`src/rtl/msi_capture_pkg.sv`:
```
package msi_capture_pkg;
  localparam int VEC_PER_GRP  = 32;
  localparam int OFF_TGT_LO   = 'h820;
  localparam int OFF_TGT_HI   = 'h824;
  localparam int OFF_GRP_EN   = 'h828;
  localparam int OFF_GRP_MASK = 'h82C;
  localparam int OFF_GRP_STAT = 'h830;
  localparam int GRP_STRIDE   = 12;
endpackage

```
`src/rtl/msi_target_match.sv`:
```
module msi_target_match
  import msi_capture_pkg::*;
#(
  parameter int ADDR_W = 12,
  parameter int MADDR_W = 64,
  parameter int DATA_W = 32
) (
  input  logic               clk,
  input  logic               rst,
  input  logic               in_valid,
  input  logic [MADDR_W-1:0] in_addr,
  input  logic [DATA_W-1:0]  in_data,
  input  logic               reg_wr,
  input  logic [ADDR_W-1:0]  reg_addr,
  input  logic [DATA_W-1:0]  reg_wdata,
  output logic               hit,
  output logic [MADDR_W-1:0] target,
  output logic               out_valid,
  output logic [MADDR_W-1:0] out_addr,
  output logic [DATA_W-1:0]  out_data
);
  localparam logic [ADDR_W-1:0] LO_OFF = ADDR_W'(OFF_TGT_LO);
  localparam logic [ADDR_W-1:0] HI_OFF = ADDR_W'(OFF_TGT_HI);

  logic [DATA_W-1:0] tgt_lo_q, tgt_hi_q;

  always_ff @(posedge clk) begin
    if (rst) begin
      tgt_lo_q <= '0;
      tgt_hi_q <= '0;
    end else if (reg_wr) begin
      if (reg_addr == LO_OFF) tgt_lo_q <= reg_wdata;
      if (reg_addr == HI_OFF) tgt_hi_q <= reg_wdata;
    end
  end

  assign target = MADDR_W'({tgt_hi_q, tgt_lo_q});
  assign hit    = in_valid && (in_addr == target);

  always_ff @(posedge clk) begin
    if (rst) begin
      out_valid <= 1'b0;
      out_addr  <= '0;
      out_data  <= '0;
    end else begin
      out_valid <= in_valid && !hit;
      out_addr  <= in_addr;
      out_data  <= in_data;
    end
  end
endmodule

```
`src/rtl/msi_vector_bank.sv`:
```
module msi_vector_bank
  import msi_capture_pkg::*;
#(
  parameter int ADDR_W  = 12,
  parameter int DATA_W  = 32,
  parameter int VEC_W   = 8,
  parameter int GRP_IDX = 0
) (
  input  logic              clk,
  input  logic              rst,
  input  logic              reg_wr,
  input  logic [ADDR_W-1:0] reg_addr,
  input  logic [DATA_W-1:0] reg_wdata,
  input  logic              vec_ok,
  input  logic [VEC_W-1:0]  vec,
  output logic [VEC_PER_GRP-1:0] en_o,
  output logic [VEC_PER_GRP-1:0] mask_o,
  output logic [VEC_PER_GRP-1:0] stat_o
);
  localparam int BIT_W = $clog2(VEC_PER_GRP);
  localparam int GSEL_W = VEC_W - BIT_W;
  localparam logic [ADDR_W-1:0] EN_OFF   = ADDR_W'(OFF_GRP_EN   + GRP_IDX*GRP_STRIDE);
  localparam logic [ADDR_W-1:0] MASK_OFF = ADDR_W'(OFF_GRP_MASK + GRP_IDX*GRP_STRIDE);
  localparam logic [ADDR_W-1:0] STAT_OFF = ADDR_W'(OFF_GRP_STAT + GRP_IDX*GRP_STRIDE);

  logic [VEC_PER_GRP-1:0] set_bits, clr_bits;
  logic                   grp_sel;

  assign grp_sel  = vec_ok && (vec[VEC_W-1:BIT_W] == GSEL_W'(GRP_IDX));
  assign set_bits = grp_sel ? ((VEC_PER_GRP'(1) << vec[BIT_W-1:0]) & en_o) : '0;
  assign clr_bits = (reg_wr && reg_addr == STAT_OFF) ? VEC_PER_GRP'(reg_wdata) : '0;

  always_ff @(posedge clk) begin
    if (rst) begin
      en_o   <= '0;
      mask_o <= '0;
      stat_o <= '0;
    end else begin
      if (reg_wr && reg_addr == EN_OFF)   en_o   <= VEC_PER_GRP'(reg_wdata);
      if (reg_wr && reg_addr == MASK_OFF) mask_o <= VEC_PER_GRP'(reg_wdata);
      stat_o <= (stat_o & ~clr_bits) | set_bits;
    end
  end
endmodule

```
`src/rtl/msi_capture.sv`:
```
module msi_capture
  import msi_capture_pkg::*;
#(
  parameter int NGROUPS = 8,
  parameter int ADDR_W  = 12,
  parameter int MADDR_W = 64,
  parameter int DATA_W  = 32
) (
  input  logic               clk,
  input  logic               rst,
  input  logic               in_valid,
  input  logic [MADDR_W-1:0] in_addr,
  input  logic [DATA_W-1:0]  in_data,
  output logic               out_valid,
  output logic [MADDR_W-1:0] out_addr,
  output logic [DATA_W-1:0]  out_data,
  input  logic               reg_wr,
  input  logic [ADDR_W-1:0]  reg_addr,
  input  logic [DATA_W-1:0]  reg_wdata,
  output logic [DATA_W-1:0]  reg_rdata,
  output logic               irq_out
);
  localparam int NVEC  = NGROUPS * VEC_PER_GRP;
  localparam int VEC_W = $clog2(NVEC);
  localparam int FLAT_W = NVEC;

  logic               hit;
  logic [MADDR_W-1:0] target;
  logic               vec_ok;
  logic [FLAT_W-1:0]  en_flat, mask_flat, stat_flat;
  logic [DATA_W-1:0]  rd_mux;

  msi_target_match #(
    .ADDR_W(ADDR_W), .MADDR_W(MADDR_W), .DATA_W(DATA_W)
  ) u_match (
    .clk(clk), .rst(rst),
    .in_valid(in_valid), .in_addr(in_addr), .in_data(in_data),
    .reg_wr(reg_wr), .reg_addr(reg_addr), .reg_wdata(reg_wdata),
    .hit(hit), .target(target),
    .out_valid(out_valid), .out_addr(out_addr), .out_data(out_data)
  );

  assign vec_ok = hit && (in_data < DATA_W'(NVEC));

  for (genvar g = 0; g < NGROUPS; g++) begin : g_bank
    msi_vector_bank #(
      .ADDR_W(ADDR_W), .DATA_W(DATA_W), .VEC_W(VEC_W), .GRP_IDX(g)
    ) u_bank (
      .clk(clk), .rst(rst),
      .reg_wr(reg_wr), .reg_addr(reg_addr), .reg_wdata(reg_wdata),
      .vec_ok(vec_ok), .vec(in_data[VEC_W-1:0]),
      .en_o(en_flat[g*VEC_PER_GRP +: VEC_PER_GRP]),
      .mask_o(mask_flat[g*VEC_PER_GRP +: VEC_PER_GRP]),
      .stat_o(stat_flat[g*VEC_PER_GRP +: VEC_PER_GRP])
    );
  end

  always_comb begin
    rd_mux = '0;
    if (reg_addr == ADDR_W'(OFF_TGT_LO)) rd_mux = target[31:0];
    if (reg_addr == ADDR_W'(OFF_TGT_HI)) rd_mux = DATA_W'(target[MADDR_W-1:32]);
    for (int g = 0; g < NGROUPS; g++) begin
      if (reg_addr == ADDR_W'(OFF_GRP_EN + g*GRP_STRIDE))
        rd_mux = DATA_W'(en_flat[g*VEC_PER_GRP +: VEC_PER_GRP]);
      if (reg_addr == ADDR_W'(OFF_GRP_MASK + g*GRP_STRIDE))
        rd_mux = DATA_W'(mask_flat[g*VEC_PER_GRP +: VEC_PER_GRP]);
      if (reg_addr == ADDR_W'(OFF_GRP_STAT + g*GRP_STRIDE))
        rd_mux = DATA_W'(stat_flat[g*VEC_PER_GRP +: VEC_PER_GRP]);
    end
  end

  always_ff @(posedge clk) begin
    if (rst) begin
      reg_rdata <= '0;
      irq_out   <= 1'b0;
    end else begin
      reg_rdata <= rd_mux;
      irq_out   <= |(stat_flat & ~mask_flat);
    end
  end
endmodule

```
`config.mk`:
```
export PLATFORM = sky130hd
export DESIGN_NAME = msi_capture
export DESIGN_NICKNAME = d
export VERILOG_FILES = /design/src/rtl/msi_capture_pkg.sv /design/src/rtl/msi_target_match.sv /design/src/rtl/msi_vector_bank.sv /design/src/rtl/msi_capture.sv
export SDC_FILE = /design/constraint.sdc
export NUM_CORES = 2
export LEC_CHECK = 0
export ABC_AREA = 1
export BUFFER_PORTS_ARGS = -buffer_cell sky130_fd_sc_hd__buf_2
export CAP_MARGIN = 20
export CORE_MARGIN = 3
export CORE_UTILIZATION = 55
export DETAILED_ROUTE_END_ITERATION = 6
export PLACE_DENSITY = 0.73
export SKIP_LAST_GASP = 1
export SLEW_MARGIN = 0
export SYNTH_ARGS = -nofsm -noshare
export SYNTH_HDL_FRONTEND = slang
export SYNTH_HIERARCHICAL = 1
export SYNTH_SLANG_ARGS = --single-unit
```
`constraint.sdc`:
```
create_clock -name clk -period 3.2 [get_ports clk]
set_input_delay 0.32 -clock clk [delete_from_list [all_inputs] [get_ports clk]]
set_output_delay 0.32 -clock clk [all_outputs]
set_load 0.005 [all_outputs]
```
==> flow_metrics.env <==
export IMPL_hold_class="in -> reg"
export IMPL_worstSetupEndpointType="flip-flop"
export IMPL_slowest_delay_ns=0.22
export IMPL_switchingPower_mw=6.632
export IMPL_die_w_um=301.3
export IMPL_maxCapViolCount=0
export IMPL_slowest_stage="nor2_4"
export IMPL_area_delta_synth_final_pct=23.89
export IMPL_power_density_nw_per_um2=440.3
export IMPL_swShare=0.2535
export IMPL_p_comb_frac=0.073
export IMPL_synth_compound_area_frac=0.1407
export IMPL_antenna_found_initial=11
export IMPL_die_area_um2=90790
export IMPL_synth_xor_xnor_area_share=0.009677
export IMPL_synth_fa_ha_area_frac=0
export IMPL_crit_top_cell="nand2_1"
export IMPL_dp_slack_ns=-1.584
export IMPL_p_leak_nw=24.10
export IMPL_cts_max_level=3
export IMPL_grt_overflow_total=0
export IMPL_wl_per_cell_um=25.62
export IMPL_skew_ns=0.02808
export IMPL_cts_num_sinks=962
export IMPL_io_buffers=273
export IMPL_power_frac_clock=0.466
export IMPL_die_h_um=301.3
export IMPL_netlist_area_um2=47970
export IMPL_synth_cells=7167
export IMPL_post_route_min_period_ns=3.393
export IMPL_wirelength_um=230400
export IMPL_slew_violations=0
export IMPL_relSlewSlack=0.1301
export IMPL_critPathKind="in -> reg"
export IMPL_synth_area_top_cells="dfxtp_1 40%, nor2_1 12%, nand2_1 11%, inv_1 5.4%, nand3_1 4.7%"
export IMPL_core_area_um2=85820
export IMPL_critPathMaxFanout=7
export IMPL_violations="DRC, setup timing"
export IMPL_final_cell_mix="1,490 x nor2_1, 1,342 x nand2_1, 925 x dfxtp_1"
export IMPL_grt_pass1_vias=49340
export IMPL_synth_flop_cell="dfxtp_1"
export IMPL_cts_root_buf="clkbuf_16"
export IMPL_dpl_hpwl_um=154400
export IMPL_grt_usage=0.4798
export IMPL_path_clk_slew_ns=0.06
export IMPL_synth_net_count=7311
export IMPL_seq_power_share=0.461
export IMPL_ys_seq_elements=962
export IMPL_yosys_warnings=6
export IMPL_synth_area_mux_share=0
export IMPL_min_period_over_period=1.060
export IMPL_post_route_drc_count=7
export IMPL_hold_viol_final=0
export IMPL_peakVddDrop_mv=0.5947
export IMPL_seq_area_frac_synth=0.4015
export IMPL_worstSetupStartpointType="primary input"
export IMPL_grt_pass1_wl_um=326000
export IMPL_numCtsBuffers=102
export IMPL_layout_drive_gt1_share=0.1910
export IMPL_drtPass1Iterations=7
export IMPL_fmax_ghz=0.2947
export IMPL_drt_iter0_drc=9254
export IMPL_gp_congestion=1.074
export IMPL_core_rowCount=107
export IMPL_worst_pin_slew_ns=1.305
export IMPL_postRouteAntennaNets=0
export IMPL_finalSetupViolCount=22
export IMPL_routed_via_density=6.193
export IMPL_syn_area_per_cell_um2=6.693
export IMPL_final_common_cell="nor2_1"
export IMPL_fin_util=0.6925
export IMPL_num_vias=55710
export IMPL_rsz0062_at_grt="true"
export IMPL_worst_skew_pair_late_latency_ns=0.71
export IMPL_arrival_ns=4.02
export IMPL_fin_nets=7906
export IMPL_cts_tree="done"
export IMPL_fin_ws_ns=-0.1934
export IMPL_cts_max_path_buffers=3
export IMPL_netlist_area_leader_share=0.4015
export IMPL_synth_cell_types=56
export IMPL_synth_edf_count=0
export IMPL_initial_core_util=0.5590
export IMPL_synth_top_family_by_area="simple AND/OR/NAND/NOR gates"
export IMPL_synthSimpleGateAreaFrac=0.3466
export IMPL_p_int_mw=19.53
export IMPL_ioPinCount=274
export IMPL_fill_cells=7373
export IMPL_status="complete, but fails checks"
export IMPL_yosysTopAreaCell="dfxtp_1"
export IMPL_synthArstFlopShare=0
export IMPL_crit_required_ns=3.83
export IMPL_grt_max_degree=120
==> stage by stage <==
stage          std cells  hold slack [ns]  cell area (um2)  total power [mW]  TNS, ns
6_report            8995          0.06584            59420             26.16   -1.176
5_1_grt             8990          0.06021            59410             26.64   -11.59
3_3_place_gp        8667           0.4481            52710             13.94   -29.64
3_5_place_dp        8668           0.4536            52720             13.96   -31.08
4_1_cts             8944         0.008793            57590             25.97  -0.1396
2_1_floorplan       7167           0.3894            47970             13.01        0
==> metal layers <==
metal	vias to the layer above	share of wire	global-route usage
met4	8	0.069	0.2617
met1	25600	0.37	0.6452
met2	4602	0.40	0.6764
met3	907	0.16	0.1570
met5	-	0.00025	0
li1	24590	-	-
==> power groups by stage <==
stage	registers, mW	clock network (mW)	logic, mW
after floorplan	12.3	0	0.678
after global placement	12.3	0	1.62
after detailed placement	12.3	0	1.63
after CTS	12.1	12.2	1.73
after global routing	12.1	12.6	1.96
final	12.1	12.2	1.91
==> critical path: cells and delay by family <==
family | cells | cell delay, ns
AND/OR/NAND/NOR | 19 | 2.02
AO/OA/AOI/OAI | 7 | 0.85
buffers and inverters | 5 | 0.81
==> what timing repair did <==
action | 4_1_cts | 5_1_grt
buffers inserted | 4 | 34
resized for setup | 122 | 356
setup endpoints to repair | 38 | 288
endpoints found under the hold margin | 90 | 0
hold buffers | 90 | 0
cloned | 1 | 8
pin swaps | 33 | 174
==> synthesized netlist by cell type (3+ instances only) <==
cell	number
nand2_2	16
inv_2	29
buf_2	140
a22o_1	4
o21ai_0	269
nor2_4	16
a21oi_1	437
nor2_1	1514
and2_1	4
buf_6	48
xor2_1	18
nand3_2	3
dfxtp_1	962
o22ai_1	47
nor2_8	5
buf_4	26
or4_1	5
a211oi_1	4
clkinv_2	3
a31oi_1	3
nand2_1	1408
o211ai_1	33
nor3_2	10
nor4_1	11
a211oi_2	19
clkbuf_1	160
nand3b_1	38
nand3_1	446
clkinv_1	10
inv_1	695
nor3_1	25
buf_1	16
nor2_2	22
o21ai_2	5
nand2_4	5
o2111ai_1	63
or2_2	32
a221oi_1	68
nand4_1	292
a221oi_2	9
xnor2_1	35
a2111oi_0	4
o21ai_1	191
==> path summary, 6_finish.rpt <==
check / start / endpoint / slack, ns / depth (start not counted)
setup / recovery: reg_addr[8] / reg_rdata[29] / -0.19 / 31
hold / removal: rst / u_match/out_data[15] / 0.07 / 2
setup reg to reg: u_match/tgt_lo_q[6] / reg_rdata[6] / -0.17 / 19
hold reg to reg: g_bank[5].u_bank/stat_o[27] / g_bank[5].u_bank/stat_o[27] / 0.46 / 2
==> final cells by class <==
cell class,instances,area [um2],share of cell area
sequential,962,19330,0.3253
tap,1144,1431,0.02409
multi-input combinational,5079,25580,0.4305
clock buffer,150,2977,0.05009
inverter,737,2785,0.04687
clock inverter,34,394.1,0.006632
antenna,9,22.52,0.0003790
timing repair buffer,880,6898,0.1161
==> logic make-up (layout without fill, tap and decap cells) <==
group,after synthesis,in the layout
other,0,9
AO/OA/AOI/OAI,1160,1160
flip-flops,962,962
XOR/XNOR,53,53
buffers and inverters,1128,1801
AND/OR/NAND/NOR,3864,3866
==> sequential cells by signal (all words and copies together), names as in the netlist <==
name	flops
g_bank.u_bank/en_o	256
g_bank.u_bank/mask_o	256
g_bank.u_bank/stat_o	256
irq_out	1
reg_rdata	32
u_match/out_addr	64
u_match/out_data	32
u_match/out_valid	1
u_match/tgt_hi_q	32
u_match/tgt_lo_q	32
No activity file was read; power rests on OpenSTA's default activity.
